[config.mk]
export PLATFORM = sky130hd
export DESIGN_NAME = vls_top
export DESIGN_NICKNAME = d
export VERILOG_FILES = /design/src/rtl/vls_pkg.sv /design/src/rtl/vls_counter.sv /design/src/rtl/vls_fetch.sv /design/src/rtl/vls_shift.sv /design/src/rtl/vls_top.sv
export SDC_FILE = /design/constraint.sdc
export NUM_CORES = 1
export LEC_CHECK = 0
export BUFFER_PORTS_ARGS = -buffer_cell sky130_fd_sc_hd__buf_2
export CORE_UTILIZATION = 52
export CTS_BUF_LIST = sky130_fd_sc_hd__clkbuf_8
export DETAILED_ROUTE_END_ITERATION = 10
export PLACE_DENSITY = 0.76
export SYNTH_ARGS = -nofsm -noshare
export SYNTH_HDL_FRONTEND = slang
export SYNTH_SLANG_ARGS = --single-unit
[constraint.sdc]
create_clock -name clk -period 2.3 [get_ports clk]
set_clock_uncertainty 0.2 [all_clocks]
set_input_delay 0.23 -clock clk [delete_from_list [all_inputs] [get_ports clk]]
set_output_delay 0.23 -clock clk [all_outputs]
set_load 0.1 [all_outputs]
[src/rtl/vls_pkg.sv]
package vls_pkg;
  localparam int BYTE_W     = 8;
  localparam int FETCH_LEAD = 2;
endpackage

[src/rtl/vls_counter.sv]
module vls_counter #(
  parameter int TOTAL = 800,
  parameter int W     = $clog2(TOTAL)
) (
  input  logic         clk,
  input  logic         rst,
  input  logic         en,
  output logic [W-1:0] cnt,
  output logic         last
);
  assign last = en && (cnt == W'(TOTAL - 1));

  always_ff @(posedge clk) begin
    if (rst)       cnt <= '0;
    else if (last) cnt <= '0;
    else if (en)   cnt <= cnt + W'(1);
  end
endmodule

[src/rtl/vls_fetch.sv]
module vls_fetch
  import vls_pkg::*;
#(
  parameter int ADDR_W     = 15,
  parameter int LINE_BYTES = 64
) (
  input  logic              clk,
  input  logic              rst,
  input  logic              fetch_go,
  input  logic              row_done,
  input  logic              frame_start,
  input  logic [BYTE_W-1:0] sram_data,
  output logic [ADDR_W-1:0] sram_addr,
  output logic              sram_rd,
  output logic              sram_free,
  output logic [BYTE_W-1:0] byte_q
);
  logic [ADDR_W-1:0] row_base, col;

  always_ff @(posedge clk) begin
    if (rst) begin
      row_base  <= '0;
      col       <= '0;
      sram_addr <= '0;
      sram_rd   <= 1'b0;
      sram_free <= 1'b1;
      byte_q    <= '0;
    end else begin
      sram_rd   <= fetch_go;
      sram_free <= !fetch_go;
      if (sram_rd) byte_q <= sram_data;
      if (frame_start) begin
        row_base <= '0;
        col      <= '0;
      end else if (fetch_go) begin
        sram_addr <= row_base + col;
        if (row_done) begin
          row_base <= row_base + ADDR_W'(LINE_BYTES);
          col      <= '0;
        end else begin
          col <= col + ADDR_W'(1);
        end
      end
    end
  end
endmodule

[src/rtl/vls_shift.sv]
module vls_shift
  import vls_pkg::*;
(
  input  logic              clk,
  input  logic              rst,
  input  logic              load,
  input  logic              vis,
  input  logic [BYTE_W-1:0] byte_in,
  output logic              video
);
  logic [BYTE_W-1:0] sh;
  logic              cur;

  assign cur = load ? byte_in[BYTE_W-1] : sh[BYTE_W-1];

  always_ff @(posedge clk) begin
    if (rst) begin
      sh    <= '0;
      video <= 1'b0;
    end else begin
      sh    <= load ? {byte_in[BYTE_W-2:0], 1'b0} : {sh[BYTE_W-2:0], 1'b0};
      video <= vis && !cur;
    end
  end
endmodule

[src/rtl/vls_top.sv]
module vls_top
  import vls_pkg::*;
#(
  parameter int H_ACT  = 640,
  parameter int H_FP   = 16,
  parameter int H_SYNC = 96,
  parameter int H_BP   = 48,
  parameter int V_ACT  = 480,
  parameter int V_FP   = 10,
  parameter int V_SYNC = 2,
  parameter int V_BP   = 33,
  parameter int WIN_X  = 64,
  parameter int WIN_Y  = 69,
  parameter int WIN_W  = 512,
  parameter int WIN_H  = 342,
  parameter int ADDR_W = 15
) (
  input  logic              clk,
  input  logic              rst,
  input  logic [7:0]        sram_data,
  output logic [ADDR_W-1:0] sram_addr,
  output logic              sram_rd,
  output logic              sram_free,
  output logic              hsync_n,
  output logic              vsync_n,
  output logic              video
);
  localparam int HT         = H_ACT + H_FP + H_SYNC + H_BP;
  localparam int VT         = V_ACT + V_FP + V_SYNC + V_BP;
  localparam int HW         = $clog2(HT);
  localparam int VW         = $clog2(VT);
  localparam int LINE_BYTES = WIN_W / BYTE_W;
  localparam int F_FIRST    = WIN_X - FETCH_LEAD;
  localparam logic [2:0] F_PH = 3'(F_FIRST % BYTE_W);
  localparam logic [2:0] P_PH = 3'(WIN_X % BYTE_W);

  logic [HW-1:0]     hc;
  logic [VW-1:0]     vc;
  logic              h_last, v_last;
  logic              hs_on, vs_on, row_in, col_in;
  logic              fetch_go, row_done, load;
  logic [BYTE_W-1:0] byte_q;

  vls_counter #(.TOTAL(HT), .W(HW)) i_hcnt (
    .clk(clk), .rst(rst), .en(1'b1), .cnt(hc), .last(h_last));
  vls_counter #(.TOTAL(VT), .W(VW)) i_vcnt (
    .clk(clk), .rst(rst), .en(h_last), .cnt(vc), .last(v_last));

  always_comb begin
    hs_on    = (hc >= HW'(H_ACT + H_FP)) && (hc < HW'(H_ACT + H_FP + H_SYNC));
    vs_on    = (vc >= VW'(V_ACT + V_FP)) && (vc < VW'(V_ACT + V_FP + V_SYNC));
    row_in   = (vc >= VW'(WIN_Y)) && (vc < VW'(WIN_Y + WIN_H));
    col_in   = (hc >= HW'(WIN_X)) && (hc < HW'(WIN_X + WIN_W));
    fetch_go = row_in && (hc >= HW'(F_FIRST)) && (hc < HW'(F_FIRST + WIN_W))
               && (hc[2:0] == F_PH);
    row_done = fetch_go && (hc == HW'(F_FIRST + WIN_W - BYTE_W));
    load     = col_in && (hc[2:0] == P_PH);
  end

  vls_fetch #(.ADDR_W(ADDR_W), .LINE_BYTES(LINE_BYTES)) i_fetch (
    .clk(clk), .rst(rst), .fetch_go(fetch_go), .row_done(row_done),
    .frame_start(v_last), .sram_data(sram_data), .sram_addr(sram_addr),
    .sram_rd(sram_rd), .sram_free(sram_free), .byte_q(byte_q));

  vls_shift i_shift (
    .clk(clk), .rst(rst), .load(load), .vis(col_in && row_in),
    .byte_in(byte_q), .video(video));

  always_ff @(posedge clk) begin
    if (rst) begin
      hsync_n <= 1'b1;
      vsync_n <= 1'b1;
    end else begin
      hsync_n <= !hs_on;
      vsync_n <= !vs_on;
    end
  end
endmodule

### After elaboration in Yosys (flattened, before gate mapping)

Cells that the tools add are included.
Widths: inputs -> output; s select.

* equal/unequal tests: 4
* bitwise gates (word level): 1
* reduce and logical (&&, ||, !) cells: 21
* magnitude comparators: 10
* add/subtract/negate cells: 5
* multiplexer cells: 3

Operators by type and width (number)
* $eq 10x10->1 const B: 3
* $lt 10x10->1 const B: 3
* $add 10x1->10 const B: 2
* $ge 10x7->1 const B: 2
* $lt 10x9->1 const B: 2
* $add 15x1->15 const B: 1
* $add 15x15->15: 1
* $add 15x7->15 const B: 1
* $mux 15: 1
* $logic_and 1x1->1: 12
* $ge 10x10->1 const B: 1
* $ge 10x6->1 const B: 1
* $ge 10x9->1 const B: 1
* $mux 8: 1
* $logic_not 1->1: 4
* $reduce_and 2->1: 2
* $reduce_or 2->1: 2
* $eq 3x3->1 const B: 1
* $logic_not 3->1: 1
* $mux 1: 1
* $not 1->1: 1

* logic and storage cells: 56
* register bits: 86
* output and inout port bits: 20
* input port bits: 10

### Depth between registers and ports, before layout

* depth in word-level cells: 7
* depth in mapped cells: 9
* depth with buffers taken out: 8

### Cells and area by module

Synthesis repeated with hierarchy kept, for this count alone.

* cells, all modules: 432
* area, all modules: 3838.7 um2

By module, submodules not included
* vls_fetch: times used 1, area an instance 2313.5 um2, seq. area each 980.9 um2, cells each 266
* vls_counter (i_vcnt): times used 1, area an instance 503.0 um2, seq. area each 200.2 um2, cells each 55
* vls_counter (i_hcnt): times used 1, area an instance 490.5 um2, seq. area each 200.2 um2, cells each 53
* vls_shift: times used 1, area an instance 295.3 um2, seq. area each 160.2 um2, cells each 25
* vls_top: times used 1, area an instance 236.5 um2, seq. area each 40.0 um2, cells each 33

### Least setup slack after synthesis

Ideal clock, no wire load.

* path type: flip-flop to flip-flop
* from: register i_vcnt.cnt[0]
* to: register i_fetch.col[10]
* cell stages (with the launch flop): 9
* slack: 0.004 ns
* data required time: 2.030 ns
* arrival: 2.026 ns
* library setup time: 0.070 ns
* buffers on the path: 1
* clock period less this slack: 2.296 ns
* path through: dfxtp_1 -> inv_1 -> ha_1 -> inv_1 -> o21ai_0 -> a211o_4 -> buf_6 -> or4_1 -> a21oi_1

* word-level cells in the longest chain between the ends: 7
* elaborated cells on any way between the ends: 11
* those cells by class: order compare (2); eq/ne (1); mux (1); reduce/logical (7)

RTL lines
* start, declared: line vls_counter.sv:8 `output logic [W-1:0] cnt,`
* start signal, assigned: line vls_counter.sv:16 `else if (en) cnt <= cnt + W'(1);`
* $ge 10x7->1 / $lt 10x9->1 (equally long branches): line vls_top.sv:52 `row_in = (vc >= VW'(WIN_Y)) && (vc < VW'(WIN_Y + WIN_H));`
* $logic_and 1x1->1: line vls_top.sv:52
* $logic_and 1x1->1 (2 in series): line vls_top.sv:54 `fetch_go = row_in && (hc >= HW'(F_FIRST)) && (hc < HW'(F_FIRST + WIN_W))`
* $logic_and 1x1->1: line vls_top.sv:55 `&& (hc[2:0] == F_PH);`
* $logic_and 1x1->1: line vls_top.sv:56 `row_done = fetch_go && (hc == HW'(F_FIRST + WIN_W - BYTE_W));`
* $mux 15: line vls_fetch.sv:37 `if (row_done) begin`
* end signal, assigned: line vls_fetch.sv:41 `col <= col + ADDR_W'(1);`
* end, declared: line vls_fetch.sv:18 `logic [ADDR_W-1:0] row_base, col;`

Several ways; a longest one is shown, not always the timed one.
A chain may end at the register's enable or synchronous reset.

### Worst setup path after layout

* from: register i_vcnt.cnt[0]
* to: register i_fetch.col[9]

Same word-level chain as after synthesis.

==> metrics.txt <==
mean post-synth cell area 8.753 sq um; area of the multi-input gates 2320 sq um; CP required 2380 ps; routed length on met2 4465 um; Clock Tree Buf Depth 2; ratio of cells with drive above 1 in the final layout 0.2185; total power 0.002473 W; leakage 1.848 nW; fin crit period 2262 ps; status finished, final reports clean; Netlist Area Pre-Place 3921 sq um; Synth top area share 0.4033; Post-Syn Nets 476; post-synth cell types 48; endpoints failing hold 0; gr ovfl total 0; CP arrival 2340 ps; cell with the most instances after synthesis dfxtp_1; H-Tree Depth 3; fmax 442.0 MHz; Hold Crit Class input port to register; most instantiated cells after synthesis dfxtp_1 (79), nor2_1 (44), a21oi_1 (34); initial antenna violation count 0; GRT Total Usage 0.2516; Synth area leader dfxtp_1; IO Pins 30; clk sinks 79; pwr/cell area 521.7 nW/um^2; Most used DFF post-synth dfxtp_1; nets 531; Placer Congestion 0.9045; unrepaired setup endpoints after global routing yes; count of input and output buffers 29; pin count of the biggest net entering global routing 25; CP endpoint kind register; Warnings, synthesis 0; Final Max Slew Viols 0; Sum Neg Setup Slack 0 ps; Async SR Flop Fraction 0; Crit Path Class register to register; Crit Path Max Fanout 8; register area share after synthesis 0.4033; Worst-path clk slew 90 ps; CP Launch Type register; Residual DRC 0; vias in the first global route 3328; Syn Inst Count 448; via count 3465; ANT cells 0; WL met3 449 um; fin cells 607; Initial Utilization 0.5406; max_cap viols 0; clock latency on the worst-skew pair 350 ps; Antenna Nets Post-Route 0; Post-synth EDFFs 0; P&R area growth vs syn 20.87%; area of the die 7893 sq um; register area 1588 sq um; end-of-flow core utilization 0.6534; DRT iter0 DRCs 247; final setup vio count 0; global-route wire length before repair 15200 um; dpl hpwl 6137 um; TritonCTS clock tree built; wire per inst 15.35 um; #FFs+latches synth 79; Filler cells 598; fin crit share 0.9836; Slew HR 0.6643; Die W 88.84 um; die height 88.84 um; CTS buffer count 9; max layer used met4; met1 WL 4269 um; VDD IR max 0.3222 mV; Post-Place Cells 574; Root Buffer clkbuf_8; Via density 5.708; DR pass1 iterations 5; WL final 9317 um; Area contributors post-synth dfxtp_1 (40%), mux2i_1 (6.1%), ha_1 (5.4%), a21oi_1 (4.3%), nor2_1 (4.2%); Least-Margin Pin Slew 507.0 ps; Row Count 31; core footprint 7253 sq um
==> final timing paths <==
path	from	to	slack, ps	depth (start not counted)
worst max register to register	i_vcnt.cnt[0]	i_fetch.col[9]	40	6
worst max-delay path	i_vcnt.cnt[0]	i_fetch.col[9]	40	6
worst min register to register	i_fetch.sram_addr[13]	i_fetch.sram_addr[13]	250	2
worst min-delay path	rst	i_hcnt.cnt[2]	40	2
==> layout make-up <==
cell class | instances | area share
Multi-Input combinational cell | 332 | 0.4894
Sequential cell | 79 | 0.3350
Timing Repair Buffer | 66 | 0.09609
Clock buffer | 9 | 0.02614
Tap cell | 99 | 0.02614
Clock inverter | 7 | 0.01531
Inverter | 15 | 0.01188
==> state kept, by name, indices dropped and copies added (netlist names) <==
signal	flops
hsync_n	1
i_hcnt.cnt	10
i_shift.video	1
i_fetch.col	15
vsync_n	1
i_shift.sh	7
i_fetch.byte_q	8
i_fetch.row_base	9
i_fetch.sram_rd	1
i_fetch.sram_free	1
i_fetch.sram_addr	15
i_vcnt.cnt	10
==> layout by cell type (no fill, tap or decap), drive strengths merged, types with 7 or more instances in the layout <==
master	netlist	routed
and3	13	13
mux2i	24	24
a21oi	34	34
dfxtp	79	79
or4	13	13
nor3	12	12
xor2	12	12
dlygate4sd3	0	8
ha	17	17
inv	15	17
nand2b	7	7
xnor2	11	11
nor2	45	45
buf	13	58
o31ai	12	12
nand4	12	12
nand3	25	25
nand2	29	29
clkbuf	12	9
o21ai	20	20
==> what timing repair did <==
item	4_1_cts	5_1_grt
gates resized for setup	5	25
endpoints found under the setup margin	30	33
hold buffers	8	0
gates cloned	2	1
setup buffers	0	6
endpoints found under the hold margin	8	0
pin swaps	2	4
==> power breakdown <==
part | total (W) | switching (W) | internal, W
clock network | 0.00103 | 0.000525 | 0.000503
logic | 0.0000686 | 0.0000402 | 0.0000284
registers | 0.00138 | 0.00000619 | 0.00137
==> critical path: stages (launching register included) <==
cell	delay, ps
dfxtp_4	360
ha_2	180
o211ai_1	280
a21oi_4	150
a211o_4	350
or4_1	520
a21oi_1	150
==> per-stage QoR <==
step	area, sq um	worst slack (ps)	hold slack (ps)
2_1_floorplan	3921	4.427	176.8
3_3_place_gp	4258	-70.11	242.5
3_5_place_dp	4258	-201.2	242.6
4_1_cts	4577	12.62	22.78
5_1_grt	4740	-36.24	44.03
6_report	4740	37.77	36.56
==> per-layer routing <==
layer  GRT usage  up-vias
met5           0        -
met4     0.09384        0
met3     0.04291       14
met2      0.4224      111
met1      0.3243     1617
li1            -     1723
==> cell families (layout without fill, tap and decap cells) <==
kind of cell / count (synthesis) / in the layout / share of synthesized area
buffers and inverters: 40 / 97 / 0.04403
AOI/OAI and AO/OA: 86 / 89 / 0.1445
adders and majority gates: 18 / 18 / 0.05935
DFF: 79 / 79 / 0.4033
muxes: 24 / 24 / 0.06126
and+or+nand+nor: 178 / 178 / 0.2361
xor gates and xnor gates: 23 / 23 / 0.05137
Power figures use the tool's default switching activity.
